`config.mk`:
```
export PLATFORM = sky130hd
export DESIGN_NAME = rtc_regfile
export DESIGN_NICKNAME = d
export VERILOG_FILES = /design/src/rtl/rtc_pkg.sv /design/src/rtl/rtc_addr_decode.sv /design/src/rtl/rtc_ctrl_fsm.sv /design/src/rtl/rtc_shadow_regs.sv /design/src/rtl/rtc_regfile.sv
export SDC_FILE = /design/constraint.sdc
export NUM_CORES = 1
export LEC_CHECK = 0
export BUFFER_PORTS_ARGS = -buffer_cell sky130_fd_sc_hd__buf_2
export CORE_MARGIN = 10
export CORE_UTILIZATION = 35
export CTS_BUF_LIST = sky130_fd_sc_hd__clkbuf_8
export DETAILED_ROUTE_END_ITERATION = 10
export MAX_ROUTING_LAYER = met4
export PLACE_DENSITY = 0.77
export SLEW_MARGIN = 10
export SYNTH_ARGS = -nofsm -noshare
export SYNTH_HDL_FRONTEND = slang
export SYNTH_HIERARCHICAL = 1
export SYNTH_SLANG_ARGS = --single-unit
```
`constraint.sdc`:
```
create_clock -name clk -period 1.99 [get_ports clk]
set_input_delay 0.2985 -clock clk [delete_from_list [all_inputs] [get_ports clk]]
set_output_delay 0.2985 -clock clk [all_outputs]
set_load 0.03 [all_outputs]
```
`src/rtl/rtc_pkg.sv`:
```
package rtc_pkg;
    localparam int NREG     = 8;
    localparam int BYTE_W   = 8;
    localparam int IDX_W    = $clog2(NREG);
    localparam int IDX_CTRL = 0;
    localparam int IDX_SEC  = 1;
    localparam int IDX_MIN  = 2;
    localparam int IDX_HOUR = 3;
    localparam int IDX_DAY  = 4;
    localparam int IDX_DATE = 5;
    localparam int IDX_MON  = 6;
    localparam int IDX_YEAR = 7;

    typedef enum logic [1:0] {
        ST_RUN,
        ST_RHOLD,
        ST_WHOLD,
        ST_COMMIT
    } rtc_state_e;

    function automatic logic [BYTE_W-1:0] field_mask(input int idx);
        case (idx)
            IDX_CTRL: field_mask = 8'h3F;
            IDX_SEC:  field_mask = 8'h7F;
            IDX_MIN:  field_mask = 8'h7F;
            IDX_HOUR: field_mask = 8'h3F;
            IDX_DAY:  field_mask = 8'h07;
            IDX_DATE: field_mask = 8'h3F;
            IDX_MON:  field_mask = 8'h1F;
            default:  field_mask = 8'hFF;
        endcase
    endfunction
endpackage

```
`src/rtl/rtc_addr_decode.sv`:
```
module rtc_addr_decode
    import rtc_pkg::*;
#(
    parameter int ADDR_W = 19
) (
    input  logic [ADDR_W-1:0] addr,
    input  logic              cs_n,
    input  logic              we_n,
    input  logic              oe_n,
    output logic [IDX_W-1:0]  idx,
    output logic              clk_wr,
    output logic              clk_rd,
    output logic              ram_cs,
    output logic              ram_we,
    output logic              ram_oe
);
    logic hit;
    logic sel;

    always_comb begin
        hit    = &addr[ADDR_W-1:IDX_W];
        sel    = !cs_n;
        idx    = addr[IDX_W-1:0];
        clk_wr = sel && hit && !we_n;
        clk_rd = sel && hit && we_n && !oe_n;
        ram_cs = sel && !hit;
        ram_we = ram_cs && !we_n;
        ram_oe = ram_cs && we_n && !oe_n;
    end
endmodule

```
`src/rtl/rtc_ctrl_fsm.sv`:
```
module rtc_ctrl_fsm
    import rtc_pkg::*;
(
    input  logic clk,
    input  logic rst_n,
    input  logic ctrl_wr,
    input  logic wr_hold,
    input  logic rd_hold,
    input  logic tick,
    output logic refresh,
    output logic frozen,
    output logic commit,
    output logic wbit,
    output logic rbit
);
    rtc_state_e state_q, state_d;
    logic       rbit_q;

    always_ff @(posedge clk or negedge rst_n) begin
        if (!rst_n) begin
            state_q <= ST_RUN;
            rbit_q  <= 1'b0;
        end else begin
            state_q <= state_d;
            if (ctrl_wr) rbit_q <= rd_hold;
        end
    end

    always_comb begin
        state_d = state_q;
        unique case (state_q)
            ST_RUN, ST_RHOLD: begin
                if (ctrl_wr) begin
                    if (wr_hold)      state_d = ST_WHOLD;
                    else if (rd_hold) state_d = ST_RHOLD;
                    else              state_d = ST_RUN;
                end
            end
            ST_WHOLD: begin
                if (ctrl_wr && !wr_hold) state_d = ST_COMMIT;
            end
            ST_COMMIT: begin
                if (ctrl_wr && wr_hold)      state_d = ST_WHOLD;
                else if (ctrl_wr)            state_d = rd_hold ? ST_RHOLD : ST_RUN;
                else                         state_d = rbit_q ? ST_RHOLD : ST_RUN;
            end
        endcase
    end

    always_comb begin
        refresh = tick && (state_q == ST_RUN);
        frozen  = (state_q != ST_RUN);
        commit  = (state_q == ST_COMMIT);
        wbit    = (state_q == ST_WHOLD);
        rbit    = rbit_q;
    end
endmodule

```
`src/rtl/rtc_shadow_regs.sv`:
```
module rtc_shadow_regs
    import rtc_pkg::*;
(
    input  logic                   clk,
    input  logic                   rst_n,
    input  logic                   wr,
    input  logic [IDX_W-1:0]       idx,
    input  logic [BYTE_W-1:0]      wdata,
    input  logic                   refresh,
    input  logic [NREG*BYTE_W-1:0] cnt_in,
    input  logic                   batt_ok,
    input  logic                   sq512,
    input  logic                   wbit,
    input  logic                   rbit,
    output logic [NREG*BYTE_W-1:0] vis_flat,
    output logic                   osc_q,
    output logic [BYTE_W-1:0]      rd_byte
);
    logic [BYTE_W-1:0] vis [NREG];
    logic              ft_q;

    for (genvar i = 0; i < NREG; i++) begin : g_byte
        localparam logic [BYTE_W-1:0] MASK = field_mask(i);
        always_ff @(posedge clk or negedge rst_n) begin
            if (!rst_n)
                vis[i] <= '0;
            else if (wr && (idx == IDX_W'(i)))
                vis[i] <= wdata & MASK;
            else if (refresh)
                vis[i] <= cnt_in[i*BYTE_W +: BYTE_W] & MASK;
        end
        assign vis_flat[i*BYTE_W +: BYTE_W] = vis[i];
    end

    always_ff @(posedge clk or negedge rst_n) begin
        if (!rst_n) begin
            osc_q <= 1'b0;
            ft_q  <= 1'b0;
        end else if (wr) begin
            if (idx == IDX_W'(IDX_SEC)) osc_q <= wdata[7];
            if (idx == IDX_W'(IDX_DAY)) ft_q  <= wdata[6];
        end
    end

    always_comb begin
        rd_byte = vis[idx];
        case (idx)
            IDX_W'(IDX_CTRL): rd_byte = {wbit, rbit, vis[IDX_CTRL][5:0]};
            IDX_W'(IDX_SEC):  rd_byte = {osc_q, vis[IDX_SEC][6:1],
                                         (ft_q && !osc_q) ? sq512 : vis[IDX_SEC][0]};
            IDX_W'(IDX_DAY):  rd_byte = {batt_ok, ft_q, vis[IDX_DAY][5:0]};
            default:          rd_byte = vis[idx];
        endcase
    end
endmodule

```
`src/rtl/rtc_regfile.sv`:
```
module rtc_regfile
    import rtc_pkg::*;
#(
    parameter int ADDR_W = 19
) (
    input  logic                   clk,
    input  logic                   rst_n,
    input  logic [ADDR_W-1:0]      addr,
    input  logic [7:0]             wdata,
    input  logic                   cs_n,
    input  logic                   we_n,
    input  logic                   oe_n,
    output logic [7:0]             rdata,
    input  logic [7:0]             ram_rdata,
    output logic                   ram_cs,
    output logic                   ram_we,
    output logic                   ram_oe,
    input  logic                   tick,
    input  logic [63:0]            cnt_in,
    output logic                   cnt_load,
    output logic [63:0]            cnt_load_data,
    output logic                   osc_stop,
    input  logic                   sq512,
    input  logic                   batt_ok
);
    logic [IDX_W-1:0]       idx;
    logic                   clk_wr, clk_rd;
    logic                   refresh, frozen, commit, wbit, rbit;
    logic [NREG*BYTE_W-1:0] vis_flat;
    logic [BYTE_W-1:0]      rd_byte;
    logic                   ctrl_wr;

    rtc_addr_decode #(.ADDR_W(ADDR_W)) u_dec (
        .addr(addr), .cs_n(cs_n), .we_n(we_n), .oe_n(oe_n),
        .idx(idx), .clk_wr(clk_wr), .clk_rd(clk_rd),
        .ram_cs(ram_cs), .ram_we(ram_we), .ram_oe(ram_oe)
    );

    assign ctrl_wr = clk_wr && (idx == IDX_W'(IDX_CTRL));

    rtc_ctrl_fsm u_fsm (
        .clk(clk), .rst_n(rst_n), .ctrl_wr(ctrl_wr),
        .wr_hold(wdata[7]), .rd_hold(wdata[6]), .tick(tick),
        .refresh(refresh), .frozen(frozen), .commit(commit),
        .wbit(wbit), .rbit(rbit)
    );

    rtc_shadow_regs u_regs (
        .clk(clk), .rst_n(rst_n), .wr(clk_wr), .idx(idx), .wdata(wdata),
        .refresh(refresh), .cnt_in(cnt_in), .batt_ok(batt_ok), .sq512(sq512),
        .wbit(wbit), .rbit(rbit), .vis_flat(vis_flat), .osc_q(osc_stop),
        .rd_byte(rd_byte)
    );

    always_comb begin
        if (clk_rd)      rdata = rd_byte;
        else if (ram_oe) rdata = ram_rdata;
        else             rdata = '0;
        cnt_load      = commit;
        cnt_load_data = vis_flat;
    end
endmodule

```
Yosys cells after proc, flatten, opt, wreduce, memory -nomap -nowiden:

Index checks and enable logic that the tools add are counted.
W data, S select, Z words.

* logic and storage cells: 98
* flip-flop bits (word level): 69
* input bits: 107
* output and inout bits: 77

* $lt $le $gt $ge: 1
* reduce and logical (&&, ||, !) cells: 41
* bitwise gates (word level): 1
* mux-type cells: 31
* eq/ne operators: 12

Operator list (number)
* $mux W8: 20
* $bmux W8 S3: 1
* $pmux W8 S3: 1
* $logic_and A1 B1 Y1: 20
* $reduce_and A16 Y1: 1
* $reduce_bool A2 Y1: 8
* $eq A3 B3 Y1 const B: 4
* $mux W2: 5
* $eq A3 B2 Y1 const B: 2
* $logic_not A1 Y1: 6
* $pmux W2 S3: 1
* $reduce_and A2 Y1: 3
* $eq A2 B2 Y1 const B: 2
* $ge A4 B4 Y1 const B: 1
* $not A3 Y4: 1
* $eq A3 B1 Y1 const B: 1
* $logic_not A3 Y1: 1
* $mux W1: 3
* $eq A2 B1 Y1 const B: 1
* $logic_not A2 Y1: 1
* $ne A2 B1 Y1 const B: 1
* $ne A2 B2 Y1 const B: 1
* $reduce_or A2 Y1: 1

Depth between registers and ports, before layout:

Gate-level depths: netlist of the first run.

* word-level depth: 7
* gate-level depth with buffers: 9
* depth with buffers taken out: 7

Cells and area by module:

Netlist of the first run, hierarchy kept.

By module, submodules not included
* rtc_shadow_regs: cells an instance 305, area an instance 2937.8 sq um, times used 1, sequential area each 1251.2 sq um
* rtc_ctrl_fsm: cells an instance 15, area an instance 162.7 sq um, times used 1, sequential area each 75.1 sq um
* rtc_regfile: cells an instance 15, area an instance 111.4 sq um, times used 1, sequential area each 0.0 sq um
* rtc_addr_decode: cells an instance 13, area an instance 108.9 sq um, times used 1, sequential area each 0.0 sq um

Worst setup path after synthesis of the first run:

Ideal clock, no wire load.

* kind: input-to-output
* start point: input addr[16]
* end point: output rdata[5]
* buffers on the path: 0
* setup slack: -0.830 ns
* stages on the path: 5
* data arrival time: 2.522 ns
* cell sequence: nand4_1 nor4_2 nor4b_1 nand2_1 o21ai_0

* cells in the longest elaborated chain, start to end: 7

RTL lines
* from (decl): line rtc_regfile.sv:8 `input logic [ADDR_W-1:0] addr,`
* $reduce_and A16 Y1: line rtc_addr_decode.sv:21 `hit = &addr[ADDR_W-1:IDX_W];`
* $logic_not A1 Y1: line rtc_addr_decode.sv:26 `ram_cs = sel && !hit;`
* $logic_and A1 B1 Y1: line rtc_addr_decode.sv:26
* $logic_and A1 B1 Y1 (2 in series): line rtc_addr_decode.sv:28 `ram_oe = ram_cs && we_n && !oe_n;`
* named net ram_oe: line rtc_regfile.sv:17 `output logic ram_oe,`
* $mux W8: line rtc_regfile.sv:57 `else if (ram_oe) rdata = ram_rdata;`
* $mux W8: line rtc_regfile.sv:56 `if (clk_rd) rdata = rd_byte;`
* to (decl): line rtc_regfile.sv:13 `output logic [7:0] rdata,`

The timed path passes the listed nets, and every way through them passes these cells.

Worst setup path in the final report of the first run:

* start point: register u_regs.osc_q
* end point: output rdata[0]

* cells in the longest elaborated chain, start to end: 5

RTL lines
* from (decl): line rtc_shadow_regs.sv:16 `output logic osc_q,`
* from (signal assigned): line rtc_shadow_regs.sv:40 `if (idx == IDX_W'(IDX_SEC)) osc_q <= wdata[7];`
* $logic_not A1 Y1: line rtc_shadow_regs.sv:50 `(ft_q && !osc_q) ? sq512 : vis[IDX_SEC][0]};`
* $logic_and A1 B1 Y1: line rtc_shadow_regs.sv:50
* $mux W1: line rtc_shadow_regs.sv:50
* $pmux W8 S3: line rtc_shadow_regs.sv:47 `case (idx)`
* named net rd_byte[0]: line rtc_regfile.sv:30 `logic [BYTE_W-1:0] rd_byte;`
* $mux W8: line rtc_regfile.sv:56

The timed path passes the listed nets, and every way through them passes these cells.

==> flow_metrics.tcl, run 1 <==
set metrics [dict create \
    postLayoutCellArea_sq_um 4530 \
    hold_viol_final 14 \
    hold_path_class "in2async" \
    ir_drop_mv 0.312 \
    cts_tree "yes" \
    path_max_fanout 2 \
    layout_common_cells "buf_2 (149), mux2i_1 (64), dfrtp_1 (52)" \
    cp_slowest_stage_delay_ns 0.48 \
    worst_pin_slew_ns 0.626 \
    rows 35 \
    htree_levels 2 \
    routed_wl_microns 12100 \
    cts_root_buf "clkbuf_8" \
    drv_cap 0 \
    syn_inst 348 \
    async_reset_ff_share_pct 100 \
    endpoint_kind "primary output" \
    finalCritPeriodShare_pct 131 \
    synth.distinct_cells 43 \
    worst_slack_ns -0.616 \
    gr-total-overflow 0 \
    timing.reg2reg.setup_slack_ns 0.36 \
    grt_pass1_vias 3381 \
    synth_ff_type "dfrtp_1" \
    synth_top_cell_area_share_pct 39.9 \
    clkTransAtPathRegs_ns 0.10 \
    cts_sinks 53 \
    cp.arrival_ns 2.31 \
    gp_congestion 0.857 \
    cp_slowest_cell "mux4_2" \
    yosysSeqAreaShare_pct 39.9 \
    ys_ff_latch 53 \
    clockBufferDepth 2 \
    numCtsBuffers 5 \
    drive_gt1_share_pct 41.2 \
    placed_cells 631 \
    synth_edf_count 0 \
    cts_setup_buffers 0 \
    ant_nets 0 \
    drt_iter0_markers 136 \
    grt_setup_unrepaired "yes" \
    period_minus_slack_ns 2.61 \
    start_util_pct 35.9 \
    grt_pass1_wl_microns 18800 \
    portBuffers 151 \
    tns_ns -1.07 \
    fmax_ghz 0.384 \
    crit_type "reg2out" \
    p_leak_nw 2.30 \
    syn-cell-area_sq_um 3320 \
    yosys.area_share.simple_pct 15.8 \
    fin_hold_ws_ns -0.0127 \
    violations "hold timing, setup timing" \
    drc 0 \
    final_util_pct 49.0 \
    fin_skew_ns 0.0121 \
    status "complete, but fails checks" \
    track_usage_pct 17.1 \
    layout_commonest_cell "buf_2" \
    core_area_sq_um 9240 \
    vias 3219 \
    die_h_microns 117 \
    dp_hpwl_microns 9810 \
    dieArea_sq_um 13800 \
    yosysTopAreaCell "dfrtp_1" \
    setup_viol 8 \
    synth-xor-area-share_pct 0 \
    synth_mux_area_share_pct 22.1 \
    synth_top_family_by_area "multiplexers" \
    ys_top_cells_by_area "dfrtp_1 (40%), mux2i_1 (19%), buf_4 (4.3%), o21ai_0 (4.2%), a21oi_1 (3.9%)" \
    required_ns 1.69 \
    routedWlPerCell_microns 18.8 \
    worstSetupStartpointType "register" \
    avgSynthCellArea_sq_um 9.54 \
    relSlewSlack_pct 58.2 \
    viasPerCell 5.01 \
    final_cells 642 \
    pin_count 184 \
    die_w_microns 117 \
    ys_warn_count 6 \
    grt_start_max_net_pins 49 \
    placedInstanceArea_sq_um 4420 \
    p_per_area_nw_per_um2 609 \
    critical_path.cell_chain "nor2b_4, mux2_4, mux4_2, mux2_2, a22o_4, buf_6" \
    slew_viol_final 0 \
    area_growth_pct 36.4 \
    firstDrtPassIters 4 \
    place_ws_ns -0.294 \
    antenna_found_initial 3 \
    synthAdderAreaFrac_pct 0 \
    layout.nets 616 \
    clkLatencyLatePin_ns 0.31 \
    synth_compound_area_share_pct 13.8 \
]
-- cell usage after synthesis, types with 3 or more instances --
cell type / n
o21ai_0: 28
inv_1: 4
o2bb2ai_1: 4
buf_2: 14
a21oi_1: 26
o221ai_1: 5
mux2i_1: 64
clkbuf_1: 9
buf_4: 19
mux2_2: 3
nor2b_1: 3
nor2_1: 31
dfrtp_1: 53
nand2_1: 34
a31oi_1: 3
a22o_1: 6
nand4_1: 6
nor2b_4: 3
nand2b_1: 4
-- timing repair --
item	4_1_cts	5_1_grt
pin swaps	0	0
cloned	0	0
endpoints found under the hold margin	0	0
hold buffers	0	0
resized for setup	5	0
setup endpoints to repair	8	8
-- power by group --
| part | internal (W) | switching (W) | total (W) |
|---|---|---|---|
| sequential | 0.00117 | 0.0000860 | 0.00126 |
| combinational | 0.000317 | 0.000549 | 0.000866 |
| clock | 0.000275 | 0.000356 | 0.000631 |
-- layer usage --
| layer | share of wire (%) | up-vias | global-route usage [%] |
|---|---|---|---|
| met5 | 0 | - | - |
| li1 | - | 1531 | - |
| met3 | 6.8 | 8 | 4.36 |
| met2 | 48 | 127 | 27.6 |
| met1 | 44 | 1553 | 20.8 |
| met4 | 0.98 | 0 | 4.23 |
-- final cells by class --
type                            count  area, sq um
Timing Repair Buffer              182         1080
Sequential cell                    53         1330
Clock buffer                        6         82.6
Multi-Input combinational cell    263         1840
Tap cell                          129          161
Fill cell                         923         4710
Clock inverter                      2         7.51
Inverter                            4         15.0
Antenna cell                        3         7.51
-- worst max-delay path, delay by kind of cell (launching register included) --
| family | cells | cell delay, ns |
|---|---|---|
| flip-flops | 1 | 0.44 |
| buffers and inverters | 1 | 0.13 |
| AO/OA/AOI/OAI | 1 | 0.24 |
| multiplexers | 3 | 1.06 |
| AND/OR/NAND/NOR | 1 | 0.12 |
-- flip-flops by register name (all words and copies together), names as in the netlist --
register         count
u_fsm/rbit           1
u_fsm/state_q        2
u_regs/ft_q          1
u_regs/osc_q         1
u_regs/vis_flat     48
-- stage by stage --
stage | hold slack (ns) | total power, W
final | -0.0127 | 0.00276
after global routing | 0.0131 | 0.00289
after CTS | 0.00574 | 0.00279
after detailed placement | 0.351 | 0.00215
after global placement | 0.340 | 0.00213
after floorplan | 0.00291 | 0.00181
-- cell families after synthesis --
kind of cell / count (synthesis)
muxes: 70
DFF: 53
other: 1
AOI/OAI and AO/OA: 77
and+or+nand+nor: 100
buffers and inverters: 47
-- final timing paths --
path | start | end | cells past startpoint
hold / removal | rst_n | u_regs/vis_flat[0] | 1
hold reg to reg | u_fsm/rbit | u_fsm/rbit | 1
min in group clk | wdata[7] | u_fsm/state_q[1] | 2
setup reg to reg | u_fsm/state_q[0] | u_regs/vis_flat[11] | 5
setup / recovery | u_regs/osc_q | rdata[0] | 6
max in group asynchronous | rst_n | u_regs/vis_flat[1] | 2
Note: power is estimated with default switching activity, not from simulation.
==> inputs of run 2 (changes only) <==
--- a/config.mk
+++ b/config.mk
@@ -10,7 +10,6 @@
 export CORE_UTILIZATION = 35
 export CTS_BUF_LIST = sky130_fd_sc_hd__clkbuf_8
 export DETAILED_ROUTE_END_ITERATION = 10
-export MAX_ROUTING_LAYER = met4
 export PLACE_DENSITY = 0.77
 export SLEW_MARGIN = 10
 export SYNTH_ARGS = -nofsm -noshare
==> flow_metrics.tcl, run 2 (synthesis gave the netlist of run 1 again) <==
set metrics [dict create \
    layout_common_cells "buf_2 (149), mux2i_1 (64), dfrtp_1 (52)" \
    area_growth_pct 36.4 \
    pin_count 184 \
    path_max_fanout 2 \
    grt_pass1_wl_microns 19100 \
    gr-total-overflow 0 \
    drv_cap 0 \
    largest_reg_flops 48 \
    drive_gt1_share_pct 41.5 \
    reg2reg_depth 6 \
    violations "setup timing" \
    worstSetupStartpointType "register" \
    clkTransAtPathRegs_ns 0.11 \
    endpoint_kind "primary output" \
    routedWlPerCell_microns 18.8 \
    gp_congestion 0.865 \
    cts_tree "yes" \
    core_area_sq_um 9240 \
    p_leak_nw 2.31 \
    hold_path_class "in2reg" \
    ir_drop_mv 0.345 \
    dp_hpwl_microns 9900 \
    highest_layer "met5" \
    met1Wirelength_microns 4950 \
    grt_setup_unrepaired "yes" \
    dieArea_sq_um 13800 \
    fin_skew_ns 0.0177 \
    p_per_area_nw_per_um2 600 \
    track_usage_pct 16.8 \
    final_util_pct 49.0 \
    firstDrtPassIters 4 \
    relSlewSlack_pct 58.8 \
    postLayoutCellArea_sq_um 4530 \
    cts_sinks 53 \
    placedInstanceArea_sq_um 4410 \
    numCtsBuffers 5 \
    cts_root_buf "clkbuf_8" \
    setup_viol 8 \
    required_ns 1.69 \
    clockBufferDepth 2 \
    htree_levels 2 \
    slew_viol_final 0 \
    cp.arrival_ns 2.30 \
    fmax_ghz 0.385 \
    routed_wl_microns 12100 \
    grt_pass1_vias 3454 \
    antenna_found_initial 1 \
    portBuffers 151 \
    crit_type "reg2out" \
    finalCritPeriodShare_pct 130 \
    clkLatencyLatePin_ns 0.31 \
    worst_slack_ns -0.605 \
    ant_nets 0 \
    wl_met3_microns 1060 \
    start_util_pct 35.9 \
    layout_commonest_cell "buf_2" \
    grt_start_max_net_pins 49 \
    layout.nets 620 \
    die_h_microns 117 \
    viasPerCell 4.99 \
    hold_depth 2 \
    hold_viol_final 0 \
    insertedDiodeCount 0 \
    period_minus_slack_ns 2.60 \
    drt_iter0_markers 123 \
    status "complete, but fails checks" \
    rows 35 \
    wl_met2_microns 5960 \
    tns_ns -1.08 \
    worst_pin_slew_ns 0.618 \
    vias 3205 \
    die_w_microns 117 \
    drc 0 \
]
[run 2: what timing repair did]
item,CTS,global route
hold buffers,1,0
endpoints found under the hold margin,14,0
endpoints found under the setup margin,8,8
buffers inserted,2,0
gates resized for setup,5,0
pin swaps,0,0
[run 2: path summary, 6_finish.rpt]
path                                  start                  end  slack, ns
max                            u_regs/osc_q             rdata[0]      -0.61
min                                wdata[7]     u_fsm/state_q[1]       0.25
max reg2reg                u_fsm/state_q[0]  u_regs/vis_flat[62]       0.23
min reg2reg                      u_fsm/rbit           u_fsm/rbit       0.58
max in group asynchronous             rst_n  u_regs/vis_flat[56]       0.86
min in group asynchronous             rst_n   u_regs/vis_flat[8]       0.52
[run 2: power breakdown]
part	switching (W)	leakage, nW	internal, W
combinational	0.000551	1.63	0.000317
clock	0.000353	0.0452	0.000236
sequential	0.0000867	0.626	0.00117
total	0.000991	2.31	0.00173
[run 2: per-layer routing]
| layer | up-vias | GRT usage [%] |
|---|---|---|
| met3 | 10 | 4.89 |
| met2 | 139 | 28.7 |
| li1 | 1531 | - |
| met5 | - | 0 |
| met4 | 2 | 3.36 |
| met1 | 1523 | 20.4 |
[run 2: cell type report]
class	count	area (sq um)
Fill cell	914	4710
Multi-Input combinational cell	263	1840
Sequential cell	53	1330
Timing Repair Buffer	186	1100
Tap cell	129	161
Clock buffer	5	68.8
Inverter	4	15.0
Clock inverter	2	8.76
[run 2: per-stage QoR]
| stage | cells | hold WS, ns | setup WS (ns) | power, W |
|---|---|---|---|---|
| 2_1_floorplan | 363 | 0.00291 | -0.193 | 0.00181 |
| 3_3_place_gp | 632 | 0.339 | -0.273 | 0.00213 |
| 3_5_place_dp | 632 | 0.345 | -0.280 | 0.00215 |
| 4_1_cts | 642 | 0.235 | -0.608 | 0.00274 |
| 5_1_grt | 642 | 0.243 | -0.668 | 0.00284 |
| 6_report | 642 | 0.251 | -0.605 | 0.00272 |
[run 2: worst max-delay path: stages, from the launching register on]
cell and delay (ns):
dfrtp_2 0.44, nor2b_4 0.11, mux2_4 0.29, mux4_2 0.48
mux2_2 0.29, a22o_4 0.24, buf_6 0.14
